`src/rtl/coh_pkg.sv`:
```
package coh_pkg;

  typedef enum logic [2:0] {
    LN_INV = 3'd0,
    LN_UE  = 3'd1,
    LN_US  = 3'd2,
    LN_OE  = 3'd3,
    LN_OS  = 3'd4
  } line_st_e;

  typedef enum logic [1:0] {
    BOP_READ   = 2'd0,
    BOP_UPDATE = 2'd1,
    BOP_WBACK  = 2'd2
  } bus_op_e;

  typedef enum logic [2:0] {
    F_IDLE, F_LOOK, F_WB, F_FILL, F_INST, F_UPD, F_COMMIT
  } ctl_fsm_e;

  function automatic logic st_owned(line_st_e s);
    return (s == LN_OE) || (s == LN_OS);
  endfunction

endpackage

```
`src/rtl/coh_line_store.sv`:
```
module coh_line_store
  import coh_pkg::*;
#(
  parameter int IDX_W  = 4,
  parameter int TAG_W  = 12,
  parameter int DATA_W = 32,
  localparam int SETS  = 1 << IDX_W
) (
  input  logic              clk,
  input  logic              rst_n,
  // processor-side lookup port
  input  logic [IDX_W-1:0]  a_idx,
  output line_st_e          a_st,
  output logic [TAG_W-1:0]  a_tag,
  output logic [DATA_W-1:0] a_data,
  // snoop-side lookup port
  input  logic [IDX_W-1:0]  b_idx,
  output line_st_e          b_st,
  output logic [TAG_W-1:0]  b_tag,
  output logic [DATA_W-1:0] b_data,
  // snoop write (state and word only), wins on a conflict
  input  logic              s_we,
  input  logic [IDX_W-1:0]  s_idx,
  input  line_st_e          s_st,
  input  logic [DATA_W-1:0] s_data,
  // controller write (state, tag and word)
  input  logic              c_we,
  input  logic [IDX_W-1:0]  c_idx,
  input  line_st_e          c_st,
  input  logic [TAG_W-1:0]  c_tag,
  input  logic [DATA_W-1:0] c_data
);

  line_st_e          st_q   [SETS];
  logic [TAG_W-1:0]  tag_q  [SETS];
  logic [DATA_W-1:0] data_q [SETS];

  logic c_go;
  assign c_go = c_we && !(s_we && (s_idx == c_idx));

  assign a_st   = st_q[a_idx];
  assign a_tag  = tag_q[a_idx];
  assign a_data = data_q[a_idx];
  assign b_st   = st_q[b_idx];
  assign b_tag  = tag_q[b_idx];
  assign b_data = data_q[b_idx];

  always_ff @(posedge clk) begin
    if (!rst_n) begin
      for (int i = 0; i < SETS; i++) st_q[i] <= LN_INV;
    end else begin
      if (s_we) st_q[s_idx] <= s_st;
      if (c_go) st_q[c_idx] <= c_st;
    end
  end

  always_ff @(posedge clk) begin
    if (s_we) data_q[s_idx] <= s_data;
    if (c_go) begin
      data_q[c_idx] <= c_data;
      tag_q[c_idx]  <= c_tag;
    end
  end

endmodule

```
`src/rtl/coh_snoop_unit.sv`:
```
module coh_snoop_unit
  import coh_pkg::*;
#(
  parameter int ADDR_W = 16,
  parameter int IDX_W  = 4,
  parameter int DATA_W = 32,
  localparam int TAG_W = ADDR_W - IDX_W
) (
  input  logic              clk,
  input  logic              rst_n,
  input  logic              snp_valid,
  input  logic              snp_op,
  input  logic [ADDR_W-1:0] snp_addr,
  input  logic [DATA_W-1:0] snp_data,
  output logic [IDX_W-1:0]  lk_idx,
  input  line_st_e          lk_st,
  input  logic [TAG_W-1:0]  lk_tag,
  input  logic [DATA_W-1:0] lk_data,
  output logic              wr_en,
  output line_st_e          wr_st,
  output logic [DATA_W-1:0] wr_data,
  output logic              rsp_valid,
  output logic              rsp_shared,
  output logic              rsp_supply,
  output logic [DATA_W-1:0] rsp_data
);

  logic hit, supply;

  assign lk_idx = snp_addr[IDX_W-1:0];
  assign hit    = snp_valid && (lk_st != LN_INV) && (lk_tag == snp_addr[ADDR_W-1:IDX_W]);
  assign supply = hit && !snp_op && st_owned(lk_st);

  always_comb begin
    wr_en   = 1'b0;
    wr_st   = lk_st;
    wr_data = lk_data;
    if (hit) begin
      if (snp_op) begin
        // another cache wrote the word: take it and lose any ownership
        wr_en   = 1'b1;
        wr_st   = LN_US;
        wr_data = snp_data;
      end else if (lk_st == LN_OE) begin
        wr_en = 1'b1;
        wr_st = LN_OS;
      end else if (lk_st == LN_UE) begin
        wr_en = 1'b1;
        wr_st = LN_US;
      end
    end
  end

  always_ff @(posedge clk) begin
    if (!rst_n) begin
      rsp_valid  <= 1'b0;
      rsp_shared <= 1'b0;
      rsp_supply <= 1'b0;
      rsp_data   <= '0;
    end else begin
      rsp_valid  <= snp_valid;
      rsp_shared <= hit;
      rsp_supply <= supply;
      rsp_data   <= supply ? lk_data : '0;
    end
  end

endmodule

```
`src/rtl/coh_proc_fsm.sv`:
```
module coh_proc_fsm
  import coh_pkg::*;
#(
  parameter int ADDR_W = 16,
  parameter int IDX_W  = 4,
  parameter int DATA_W = 32,
  localparam int TAG_W = ADDR_W - IDX_W
) (
  input  logic              clk,
  input  logic              rst_n,
  input  logic              cpu_req_valid,
  output logic              cpu_req_ready,
  input  logic              cpu_req_write,
  input  logic [ADDR_W-1:0] cpu_req_addr,
  input  logic [DATA_W-1:0] cpu_req_wdata,
  output logic              cpu_rsp_valid,
  output logic [DATA_W-1:0] cpu_rsp_rdata,
  output logic              bus_req_valid,
  input  logic              bus_req_ready,
  output logic [1:0]        bus_req_op,
  output logic [ADDR_W-1:0] bus_req_addr,
  output logic [DATA_W-1:0] bus_req_data,
  input  logic              bus_rsp_valid,
  input  logic              bus_rsp_shared,
  input  logic [DATA_W-1:0] bus_rsp_data,
  input  logic              snp_busy,
  output logic [IDX_W-1:0]  ln_idx,
  input  line_st_e          ln_st,
  input  logic [TAG_W-1:0]  ln_tag,
  input  logic [DATA_W-1:0] ln_data,
  output logic              wr_en,
  output line_st_e          wr_st,
  output logic [TAG_W-1:0]  wr_tag,
  output logic [DATA_W-1:0] wr_data
);

  ctl_fsm_e          fsm_q;
  logic              req_wr_q;
  logic [ADDR_W-1:0] req_addr_q;
  logic [DATA_W-1:0] req_wdata_q;
  logic              issued_q;
  logic              shr_q;
  logic [DATA_W-1:0] fill_q;
  logic [ADDR_W-1:0] wb_addr_q;
  logic [DATA_W-1:0] wb_data_q;
  logic              rsp_v_q;
  logic [DATA_W-1:0] rsp_d_q;

  logic [TAG_W-1:0] req_tag;
  logic             ln_hit, ln_excl, dir_free, bus_done;

  assign ln_idx   = req_addr_q[IDX_W-1:0];
  assign req_tag  = req_addr_q[ADDR_W-1:IDX_W];
  assign ln_hit   = (ln_st != LN_INV) && (ln_tag == req_tag);
  assign ln_excl  = (ln_st == LN_UE) || (ln_st == LN_OE);
  assign dir_free = !snp_busy;
  assign bus_done = issued_q && bus_rsp_valid;

  assign cpu_req_ready = (fsm_q == F_IDLE);
  assign cpu_rsp_valid = rsp_v_q;
  assign cpu_rsp_rdata = rsp_d_q;

  // bus request drive
  always_comb begin
    bus_req_valid = 1'b0;
    bus_req_op    = BOP_READ;
    bus_req_addr  = '0;
    bus_req_data  = '0;
    unique case (fsm_q)
      F_WB: begin
        bus_req_valid = !issued_q;
        bus_req_op    = BOP_WBACK;
        bus_req_addr  = wb_addr_q;
        bus_req_data  = wb_data_q;
      end
      F_FILL: begin
        bus_req_valid = !issued_q;
        bus_req_op    = BOP_READ;
        bus_req_addr  = req_addr_q;
      end
      F_UPD: begin
        bus_req_valid = !issued_q;
        bus_req_op    = BOP_UPDATE;
        bus_req_addr  = req_addr_q;
        bus_req_data  = req_wdata_q;
      end
      default: ;
    endcase
  end

  // directory writes happen only in cycles the snoop port leaves free
  always_comb begin
    wr_en   = 1'b0;
    wr_st   = LN_INV;
    wr_tag  = req_tag;
    wr_data = req_wdata_q;
    unique case (fsm_q)
      F_LOOK: if (dir_free && ln_hit && req_wr_q && ln_excl) begin
        wr_en = 1'b1;
        wr_st = LN_OE;
      end
      F_INST: if (dir_free) begin
        wr_en   = 1'b1;
        wr_st   = shr_q ? LN_US : LN_UE;
        wr_data = fill_q;
      end
      F_COMMIT: if (dir_free) begin
        wr_en = 1'b1;
        wr_st = shr_q ? LN_OS : LN_OE;
      end
      default: ;
    endcase
  end

  always_ff @(posedge clk) begin
    if (!rst_n) begin
      fsm_q       <= F_IDLE;
      req_wr_q    <= 1'b0;
      req_addr_q  <= '0;
      req_wdata_q <= '0;
      issued_q    <= 1'b0;
      shr_q       <= 1'b0;
      fill_q      <= '0;
      wb_addr_q   <= '0;
      wb_data_q   <= '0;
      rsp_v_q     <= 1'b0;
      rsp_d_q     <= '0;
    end else begin
      rsp_v_q <= 1'b0;
      if (bus_req_valid && bus_req_ready) issued_q <= 1'b1;
      unique case (fsm_q)
        F_IDLE: if (cpu_req_valid) begin
          req_wr_q    <= cpu_req_write;
          req_addr_q  <= cpu_req_addr;
          req_wdata_q <= cpu_req_wdata;
          fsm_q       <= F_LOOK;
        end
        F_LOOK: if (dir_free) begin
          issued_q <= 1'b0;
          if (ln_hit) begin
            if (!req_wr_q) begin
              rsp_v_q <= 1'b1;
              rsp_d_q <= ln_data;
              fsm_q   <= F_IDLE;
            end else if (ln_excl) begin
              rsp_v_q <= 1'b1;
              rsp_d_q <= req_wdata_q;
              fsm_q   <= F_IDLE;
            end else begin
              fsm_q <= F_UPD;
            end
          end else if (st_owned(ln_st)) begin
            wb_addr_q <= {ln_tag, ln_idx};
            wb_data_q <= ln_data;
            fsm_q     <= F_WB;
          end else begin
            fsm_q <= F_FILL;
          end
        end
        F_WB: if (bus_done) begin
          issued_q <= 1'b0;
          fsm_q    <= F_FILL;
        end
        F_FILL: if (bus_done) begin
          issued_q <= 1'b0;
          fill_q   <= bus_rsp_data;
          shr_q    <= bus_rsp_shared;
          fsm_q    <= F_INST;
        end
        F_INST: if (dir_free) fsm_q <= F_LOOK;
        F_UPD: if (bus_done) begin
          issued_q <= 1'b0;
          shr_q    <= bus_rsp_shared;
          fsm_q    <= F_COMMIT;
        end
        F_COMMIT: if (dir_free) begin
          rsp_v_q <= 1'b1;
          rsp_d_q <= req_wdata_q;
          fsm_q   <= F_IDLE;
        end
        default: fsm_q <= F_IDLE;
      endcase
    end
  end

endmodule

```
`src/rtl/coh_update_ctrl.sv`:
```
module coh_update_ctrl
  import coh_pkg::*;
#(
  parameter int ADDR_W = 16,
  parameter int IDX_W  = 4,
  parameter int DATA_W = 32
) (
  input  logic              clk,
  input  logic              rst_n,
  input  logic              cpu_req_valid,
  output logic              cpu_req_ready,
  input  logic              cpu_req_write,
  input  logic [ADDR_W-1:0] cpu_req_addr,
  input  logic [DATA_W-1:0] cpu_req_wdata,
  output logic              cpu_rsp_valid,
  output logic [DATA_W-1:0] cpu_rsp_rdata,
  output logic              bus_req_valid,
  input  logic              bus_req_ready,
  output logic [1:0]        bus_req_op,
  output logic [ADDR_W-1:0] bus_req_addr,
  output logic [DATA_W-1:0] bus_req_data,
  input  logic              bus_rsp_valid,
  input  logic              bus_rsp_shared,
  input  logic [DATA_W-1:0] bus_rsp_data,
  input  logic              snp_valid,
  input  logic              snp_op,
  input  logic [ADDR_W-1:0] snp_addr,
  input  logic [DATA_W-1:0] snp_data,
  output logic              snp_rsp_valid,
  output logic              snp_rsp_shared,
  output logic              snp_rsp_supply,
  output logic [DATA_W-1:0] snp_rsp_data
);

  localparam int TAG_W = ADDR_W - IDX_W;

  logic [IDX_W-1:0]  a_idx, b_idx;
  line_st_e          a_st, b_st, snp_wst, ctl_wst;
  logic [TAG_W-1:0]  a_tag, b_tag, ctl_wtag;
  logic [DATA_W-1:0] a_data, b_data, snp_wdata, ctl_wdata;
  logic              snp_we, ctl_we;

  coh_line_store #(.IDX_W(IDX_W), .TAG_W(TAG_W), .DATA_W(DATA_W)) u_store (
    .clk(clk), .rst_n(rst_n),
    .a_idx(a_idx), .a_st(a_st), .a_tag(a_tag), .a_data(a_data),
    .b_idx(b_idx), .b_st(b_st), .b_tag(b_tag), .b_data(b_data),
    .s_we(snp_we), .s_idx(b_idx), .s_st(snp_wst), .s_data(snp_wdata),
    .c_we(ctl_we), .c_idx(a_idx), .c_st(ctl_wst), .c_tag(ctl_wtag), .c_data(ctl_wdata)
  );

  coh_snoop_unit #(.ADDR_W(ADDR_W), .IDX_W(IDX_W), .DATA_W(DATA_W)) u_snoop (
    .clk(clk), .rst_n(rst_n),
    .snp_valid(snp_valid), .snp_op(snp_op), .snp_addr(snp_addr), .snp_data(snp_data),
    .lk_idx(b_idx), .lk_st(b_st), .lk_tag(b_tag), .lk_data(b_data),
    .wr_en(snp_we), .wr_st(snp_wst), .wr_data(snp_wdata),
    .rsp_valid(snp_rsp_valid), .rsp_shared(snp_rsp_shared),
    .rsp_supply(snp_rsp_supply), .rsp_data(snp_rsp_data)
  );

  coh_proc_fsm #(.ADDR_W(ADDR_W), .IDX_W(IDX_W), .DATA_W(DATA_W)) u_fsm (
    .clk(clk), .rst_n(rst_n),
    .cpu_req_valid(cpu_req_valid), .cpu_req_ready(cpu_req_ready),
    .cpu_req_write(cpu_req_write), .cpu_req_addr(cpu_req_addr),
    .cpu_req_wdata(cpu_req_wdata),
    .cpu_rsp_valid(cpu_rsp_valid), .cpu_rsp_rdata(cpu_rsp_rdata),
    .bus_req_valid(bus_req_valid), .bus_req_ready(bus_req_ready),
    .bus_req_op(bus_req_op), .bus_req_addr(bus_req_addr), .bus_req_data(bus_req_data),
    .bus_rsp_valid(bus_rsp_valid), .bus_rsp_shared(bus_rsp_shared),
    .bus_rsp_data(bus_rsp_data),
    .snp_busy(snp_valid),
    .ln_idx(a_idx), .ln_st(a_st), .ln_tag(a_tag), .ln_data(a_data),
    .wr_en(ctl_we), .wr_st(ctl_wst), .wr_tag(ctl_wtag), .wr_data(ctl_wdata)
  );

endmodule

```
`config.mk`:
```
export PLATFORM = sky130hd
export DESIGN_NAME = coh_update_ctrl
export DESIGN_NICKNAME = d
export VERILOG_FILES = /design/src/rtl/coh_pkg.sv /design/src/rtl/coh_line_store.sv /design/src/rtl/coh_snoop_unit.sv /design/src/rtl/coh_proc_fsm.sv /design/src/rtl/coh_update_ctrl.sv
export SDC_FILE = /design/constraint.sdc
export NUM_CORES = 1
export LEC_CHECK = 0
export BUFFER_PORTS_ARGS = -buffer_cell sky130_fd_sc_hd__clkbuf_2
export CORE_UTILIZATION = 38
export CTS_CLUSTER_DIAMETER = 100
export DETAILED_ROUTE_END_ITERATION = 10
export PLACE_DENSITY_LB_ADDON = 0.1
export SLEW_MARGIN = 0
export SYNTH_ARGS = -nofsm -noshare
export SYNTH_HDL_FRONTEND = slang
export SYNTH_SLANG_ARGS = --single-unit
export TNS_END_PERCENT = 10
```
`constraint.sdc`:
```
create_clock -name clk -period 11.12 [get_ports clk]
set_clock_uncertainty 0.2 [all_clocks]
set_input_delay 2.224 -clock clk [delete_from_list [all_inputs] [get_ports clk]]
set_output_delay 2.224 -clock clk [all_outputs]
set_load 0.02 [all_outputs]
```
==> run summary, run 1 <==
• CTS tree: yes
• startpoint-to-endpoint class of the critical path: in -> reg
• fmax: 0.131 GHz
• worst min-delay path startpoint: u_fsm.fill_q[9]
• # Max-Cap Violations: 0
• CTS Buf Count: 109
• total power divided by cell area: 181 mW/mm^2
• initial antenna violation count: 4
• worst vdd rail ir drop: 0.122 mV
• synthesized instance count: 2810
• min-delay worst type: reg -> reg
• last weighted congestion value of the routability-driven placer: 0.875
• unrepaired setup endpoints after global routing: false
• number of enable-type register cells in the synthesized netlist: 752
• maximum clock path buffer count: 3
• area of the placeable core: 0.117 sq mm
• normalized max-slew margin: 0.108
• endpoint type of the worst setup path: register
• total vias in the final route: 28200
• worst setup slack after placement: 2.23 ns
• area share of the largest cell type after synthesis: 0.502
• Tcrit/Tclk final: 0.688
• Die Wd: 346 um
• cell row count: 125
• #FFs+latches synth: 958
• number of iterations in the first detailed-routing pass: 6
• total global routing track utilization: 0.250
• final core utilization: 0.442
• number of library cell types mapped by synthesis: 75
• synthesized net count: 2947
• number of global-route vias before repair: 28800
• post-layout minimum cycle time: 7.65 ns
• setup violators final: 0
• Post-Synthesis Cell Area: 0.0450 sq mm
• endpoint of the worst register-to-register path: u_store.data_q[7][9]
• mean instance size in the synthesized netlist: 16.0 sq um
• Final HPWL DP: 90800 um
• arrival time of data at the critical path endpoint: 7.80 ns
• biggest area contributors in the synthesized netlist: edfxtp_1, mux4_2, dfxtp_1
• count of hold buffers inserted by post-cts repair: 0
• area leader, netlist: edfxtp_1
• register area share after synthesis: 0.593
• leading cell type by number of instances after synthesis: edfxtp_1
• synth-to-layout area growth: 14.6%
• fraction of final layout cells sized beyond drive strength 1: 0.330
• worst hold path endpoint: u_fsm.fill_q[9]
• DRT Wirelength: 151000 um
• Chip Height: 346 um
• Primary FF master, synth: edfxtp_1
• Synth top cells by count: edfxtp_1, mux4_2, nand2_1
• Slew @ Worst Pin: 1.34 ns
• number of resized instances in the post-cts repair step: 0
• hold path depth: 2
• total overflow reported by the global router: 0
• status: complete, no violations
• number of hold violations in the final report: 0
• number of vias per cell: 6.09
• DRC violation count after routing: 0
• area of the die: 0.120 sq mm
• number of antenna-violating nets in the routed design: 0
• Final nets: 3154
• placement-stage cell area: 0.0479 sq mm
• pin count of the biggest net entering global routing: 109
• clk_lat worst skew: 0.70 ns
• worst r2r path cells: 10
• setup fix buffers added after clock tree synthesis: 0
• buffer type at the clock tree root: clkbuf_16
• Synthesis Warnings: 0
• final critical-path setup slack: 3.47 ns
• Port Buffer Count: 256
• total number of clock tree sinks: 958
• global-route wire length before repair: 214000 um
• data required time of the worst path: 11.27 ns
• antenna diode count: 0
• kind of start point of the critical path: input pin
• clk slew on worst S/H paths: 0.06 ns
• final instance area: 0.0516 sq mm
• setup TNS: 0 ns
• slack of the worst reg-to-reg path: 4.60 ns
• drt initial violations: 2897
• initial standard-cell utilization of the core: 0.385
• Final Slew Violations: 0
• CTS H-Tree Depth: 3
• Routed WL per cell: 32.5 um
• Pleak: 17.2 nW
• proportion of synthesized flip-flops having asynchronous set or reset: 0
• crit path max fanout: 78
• Ports: 257
[placed cells by master, fill, tap and decap left out, drive strengths merged, types with 40 or more instances in the layout]
master	instances
edfxtp	752
nand2	232
clkinv	45
dfxtp	206
clkbuf	400
a22o	51
mux2	47
and2	59
mux2i	191
a21oi	112
nor2	98
buf	76
o21ai	57
mux4	414
o211ai	40
[cell type report]
cell class	instances	area [sq um]
clock buffer	148	3010
clock inverter	59	644
fill	10300	65200
inverter	14	60.1
multi-input combinational	1606	17400
sequential	958	26700
tap	1524	1910
timing repair buffer	328	1870
[state kept, by name (all words and copies together) (netlist names), 3 cells and up, named ones only]
signal and flops:
u_store.data_q 512, u_store.tag_q 192, u_store.st_q 48, u_fsm.cpu_rsp_rdata 32
u_fsm.fill_q 32, u_fsm.req_wdata_q 32, u_fsm.wb_data_q 32, u_snoop.rsp_data 32
u_fsm.req_addr_q 16, u_fsm.wb_addr_q 16, u_fsm.fsm_q 3
[power breakdown]
part | switching [W] | internal, W | total (W)
Combinational | 0.000920 | 0.000610 | 0.00153
Sequential | 0.000144 | 0.00400 | 0.00414
Clock | 0.00151 | 0.00216 | 0.00367
[cell families (layout without fill, tap and decap cells)]
kind of cell | after synthesis | count (layout) | share of synthesized area
mux | 652 | 652 | 0.261
flops | 958 | 958 | 0.593
xor+xnor | 30 | 30 | 0.00584
compound gates | 402 | 402 | 0.0617
buf+inv | 246 | 549 | 0.0234
simple gates | 522 | 522 | 0.0544
[through the flow]
| step | hold slack [ns] | power (W) | std cells |
|---|---|---|---|
| after floorplan | 0.233 | 0.00518 | 2810 |
| after global placement | 0.240 | 0.00573 | 4430 |
| after detailed placement | 0.243 | 0.00575 | 4430 |
| final | 0.252 | 0.00934 | 4637 |
| after CTS | 0.251 | 0.00942 | 4637 |
| after global routing | 0.268 | 0.00964 | 4637 |
[how the worst max path moves through the flow]
stage	startpoint	end	depth (start not counted)
2_1_floorplan	snp_addr[0]	u_store.data_q[12][0]	11
3_3_place_gp	snp_addr[0]	u_store.data_q[10][20]	11
3_5_place_dp	snp_addr[0]	u_store.data_q[8][10]	11
4_1_cts	snp_addr[0]	u_store.data_q[10][10]	11
5_1_grt	snp_addr[0]	u_store.data_q[13][6]	11
6_report	snp_addr[0]	u_store.data_q[10][10]	11
[worst max-delay path: stages]
cell and delay [ns]:
buf_8 0.56, buf_4 0.64, mux4_2 0.58, a22oi_1 0.22
nand2_1 0.18, xor2_1 0.19, a2111oi_2 0.27, nor4b_4 0.70
nand3_4 0.84, mux2i_1 0.32, o21ai_1 0.79
[routing by layer]
layer | vias to the layer above | GRT usage | wire length, um
met1 | 15000 | 0.349 | 64900
met3 | 210 | 0.0393 | 9720
met2 | 1208 | 0.408 | 72600
met5 | - | 0 | 0
met4 | 0 | 0.0650 | 3660
li1 | 11800 | - | -
Power figures use the tool's default switching activity.
==> run 2, diff against run 1 <==
==> constraint.sdc (replaced) <==
create_clock -name clk -period 7.7 [get_ports clk]
set_clock_uncertainty 0.2 [all_clocks]
set_input_delay 1.54 -clock clk [delete_from_list [all_inputs] [get_ports clk]]
set_output_delay 1.54 -clock clk [all_outputs]
set_load 0.02 [all_outputs]
==> run summary, run 2 (synthesis results as in run 1) <==
• Final Slew Violations: 0, unchanged
• data required time of the worst path: 7.88 ns, -3.39 ns
• normalized max-slew margin: 0.246, +0.138
• Register Area: 0.0267 sq mm, unchanged
• filler cell count: 10200, -0.58%
• setup violators final: 0, unchanged
• DRC violation count after routing: 0, unchanged
• total power divided by cell area: 256 mW/mm^2, +41%
• final critical-path setup slack: 1.47 ns, -2.00 ns
• kind of start point of the critical path: register
• CTS H-Tree Depth: 3, unchanged
• worst r2r path cells: 11, +1
• commonest non-fill, non-tap cell in the layout: edfxtp_1
• setup fix buffers added after clock tree synthesis: 0, unchanged
• area of the die: 0.120 sq mm, unchanged
• total number of clock tree sinks: 958, unchanged
• combinational fraction of design power: 0.170, +0.006
• # Max-Cap Violations: 0, unchanged
• met1 capacity usage during global routing: 0.341, -0.00815
• met2 track demand over resource in global routing: 0.410, +0.00180
• fmax: 0.161 GHz
• number of iterations in the first detailed-routing pass: 5, -1
• number of flip-flops under the largest register name: 512, unchanged
• post-layout minimum cycle time: 6.23 ns
• Slew @ Worst Pin: 1.13 ns, -0.205 ns
• last weighted congestion value of the routability-driven placer: 0.869, -0.69%
• Ports: 257, unchanged
• total global routing track utilization: 0.249, -0.00158
• buffer type at the clock tree root: clkbuf_16
• most flop-heavy register: u_store.data_q
• worst min-delay path startpoint: u_fsm.fill_q[6]
• clk slew on worst S/H paths: 0.06 ns, about the same
• cell row count: 125, unchanged
• most used cells in the layout excluding fill and tap cells: edfxtp_1, mux4_2, clkbuf_2
• number of hold violations in the final report: 0, unchanged
• maximum clock path buffer count: 3, unchanged
• unrepaired setup endpoints after global routing: false
• worst setup slack after placement: 0.727 ns, -1.51 ns
• Final HPWL DP: 95000 um, +4.6%
• drt initial violations: 2741, -5.4%
• Tcrit/Tclk final: 0.809
• number of vias per cell: 6.05, -0.70%
• global-route wire length before repair: 214000 um, about the same
• sequential share of power: 0.448, +0.005
• clk_lat worst skew: 0.70 ns, about the same
• worst hold path endpoint: u_fsm.fill_q[6]
• endpoint of the worst register-to-register path: u_store.data_q[4][6]
• endpoint type of the worst setup path: register
• antenna diode count: 0, unchanged
• number of global-route vias before repair: 29200, +1.4%
• CTS Buf Count: 108, -0.92%
• worst vdd rail ir drop: 0.200 mV, +64%
• initial standard-cell utilization of the core: 0.385, unchanged
• most crowded layer after global routing: met2
• area of the placeable core: 0.117 sq mm, unchanged
• placement-stage cell area: 0.0484 sq mm, +1.1%
• slack of the worst reg-to-reg path: 1.47 ns, -3.13 ns
• Die Wd: 346 um, unchanged
• Switching Share: 0.280, +0.00366
• pin count of the biggest net entering global routing: 113, +3.7%
• Routed WL per cell: 32.0 um, -1.6%
• CTS tree: yes
• DRT Wirelength: 150000 um, -0.69%
• number of antenna-violating nets in the routed design: 0, unchanged
• status: complete, no violations
• proportion of power drawn by the clock network: 0.381, -0.012
• met3 global-route usage: 0.0377, -0.00161
• Chip Height: 346 um, unchanged
• initial antenna violation count: 5, +1
• fraction of final layout cells sized beyond drive strength 1: 0.338, +0.00797
• Int Pwr: 0.00958 W, +42%
• Final nets: 3202, +1.5%
• net switching power figure: 0.00372 W, +44%
• startpoint-to-endpoint class of the critical path: reg -> reg
• total vias in the final route: 28300, +0.20%
• count of hold buffers inserted by post-cts repair: 0, unchanged
• setup TNS: 0 ns, unchanged
• final instance area: 0.0519 sq mm, +0.61%
• Hold WS: 0.252 ns, -0.000408 ns
• synth-to-layout area growth: 15.3%
• Port Buffer Count: 256, unchanged
• area of the multi-input gates: 0.0174 sq mm, -0.14%
• crit path max fanout: 45, -42%
• arrival time of data at the critical path endpoint: 6.40 ns, -1.40 ns
• number of resized instances in the post-cts repair step: 0, unchanged
• hold path depth: 2, unchanged
• Top Registers: u_store.data_q x512, u_store.tag_q x192, u_store.st_q x48
• min-delay worst type: reg -> reg
• Pleak: 17.4 nW, +1.1%
• total overflow reported by the global router: 0, unchanged
==> run 2: cell count changes in the layout (fill, tap and decap cells not counted), sizes merged <==
cell,change
buf,+49
bufinv,-5
clkbuf,-12
clkinv,+8
clkinvlp,-1
inv,+3
==> run 2: stage by stage <==
stage	power (W)	utilization	std cells
after floorplan	0.00748	-	2810
after global placement	0.00832	0.415	4479
after detailed placement	0.00834	0.415	4479
after CTS	0.0134	0.444	4679
after global routing	0.0137	0.444	4679
final	0.0133	0.444	4679
==> run 2: final cells by class <==
type	count	area share
multi-input combinational	1606	0.335
clock buffer	136	0.0569
tap	1524	0.0367
timing repair buffer	377	0.0462
clock inverter	64	0.00979
inverter	14	0.00116
sequential	958	0.515
==> run 2: per-layer routing <==
layer / vias to the layer above / wire (um)
met3: 211 / 9490
met1: 15000 / 63800
met4: 2 / 4320
li1: 11900 / -
met5: - / 13
met2: 1159 / 72200
==> run 2: worst max-delay path by stage <==
stage	start	endpoint	slack (ns)	cells after the start
final	register	u_store.data_q[4][6]	1.47	11
after global routing	register	u_store.data_q[4][4]	1.23	11
after CTS	register	u_store.data_q[4][4]	1.46	11
after detailed placement	snp_addr[2]	u_store.data_q[13][13]	0.73	10
after global placement	snp_addr[1]	u_store.data_q[15][6]	1.01	10
after floorplan	snp_addr[0]	u_store.data_q[12][0]	2.03	11
==> run 2: power groups by stage <==
stage / clock (W) / combinational [W] / sequential, W
after floorplan: 0 / 0.00152 / 0.00596
after global placement: 0 / 0.00226 / 0.00606
after detailed placement: 0 / 0.00227 / 0.00607
after CTS: 0.00517 / 0.00228 / 0.00596
after global routing: 0.00535 / 0.00240 / 0.00598
final: 0.00507 / 0.00226 / 0.00596
==> run 2: worst max-delay path, stage by stage, from the launching register on <==
cell and delay [ns]:
dfxtp_4 0.70, buf_4 0.58, mux4_2 0.59, nand2b_1 0.19, and3b_1 0.19, o41ai_1 0.50
and4_1 0.40, nand4_1 0.33, nand2_4 0.61, mux2i_1 0.66, and2_2 0.61, buf_12 0.28
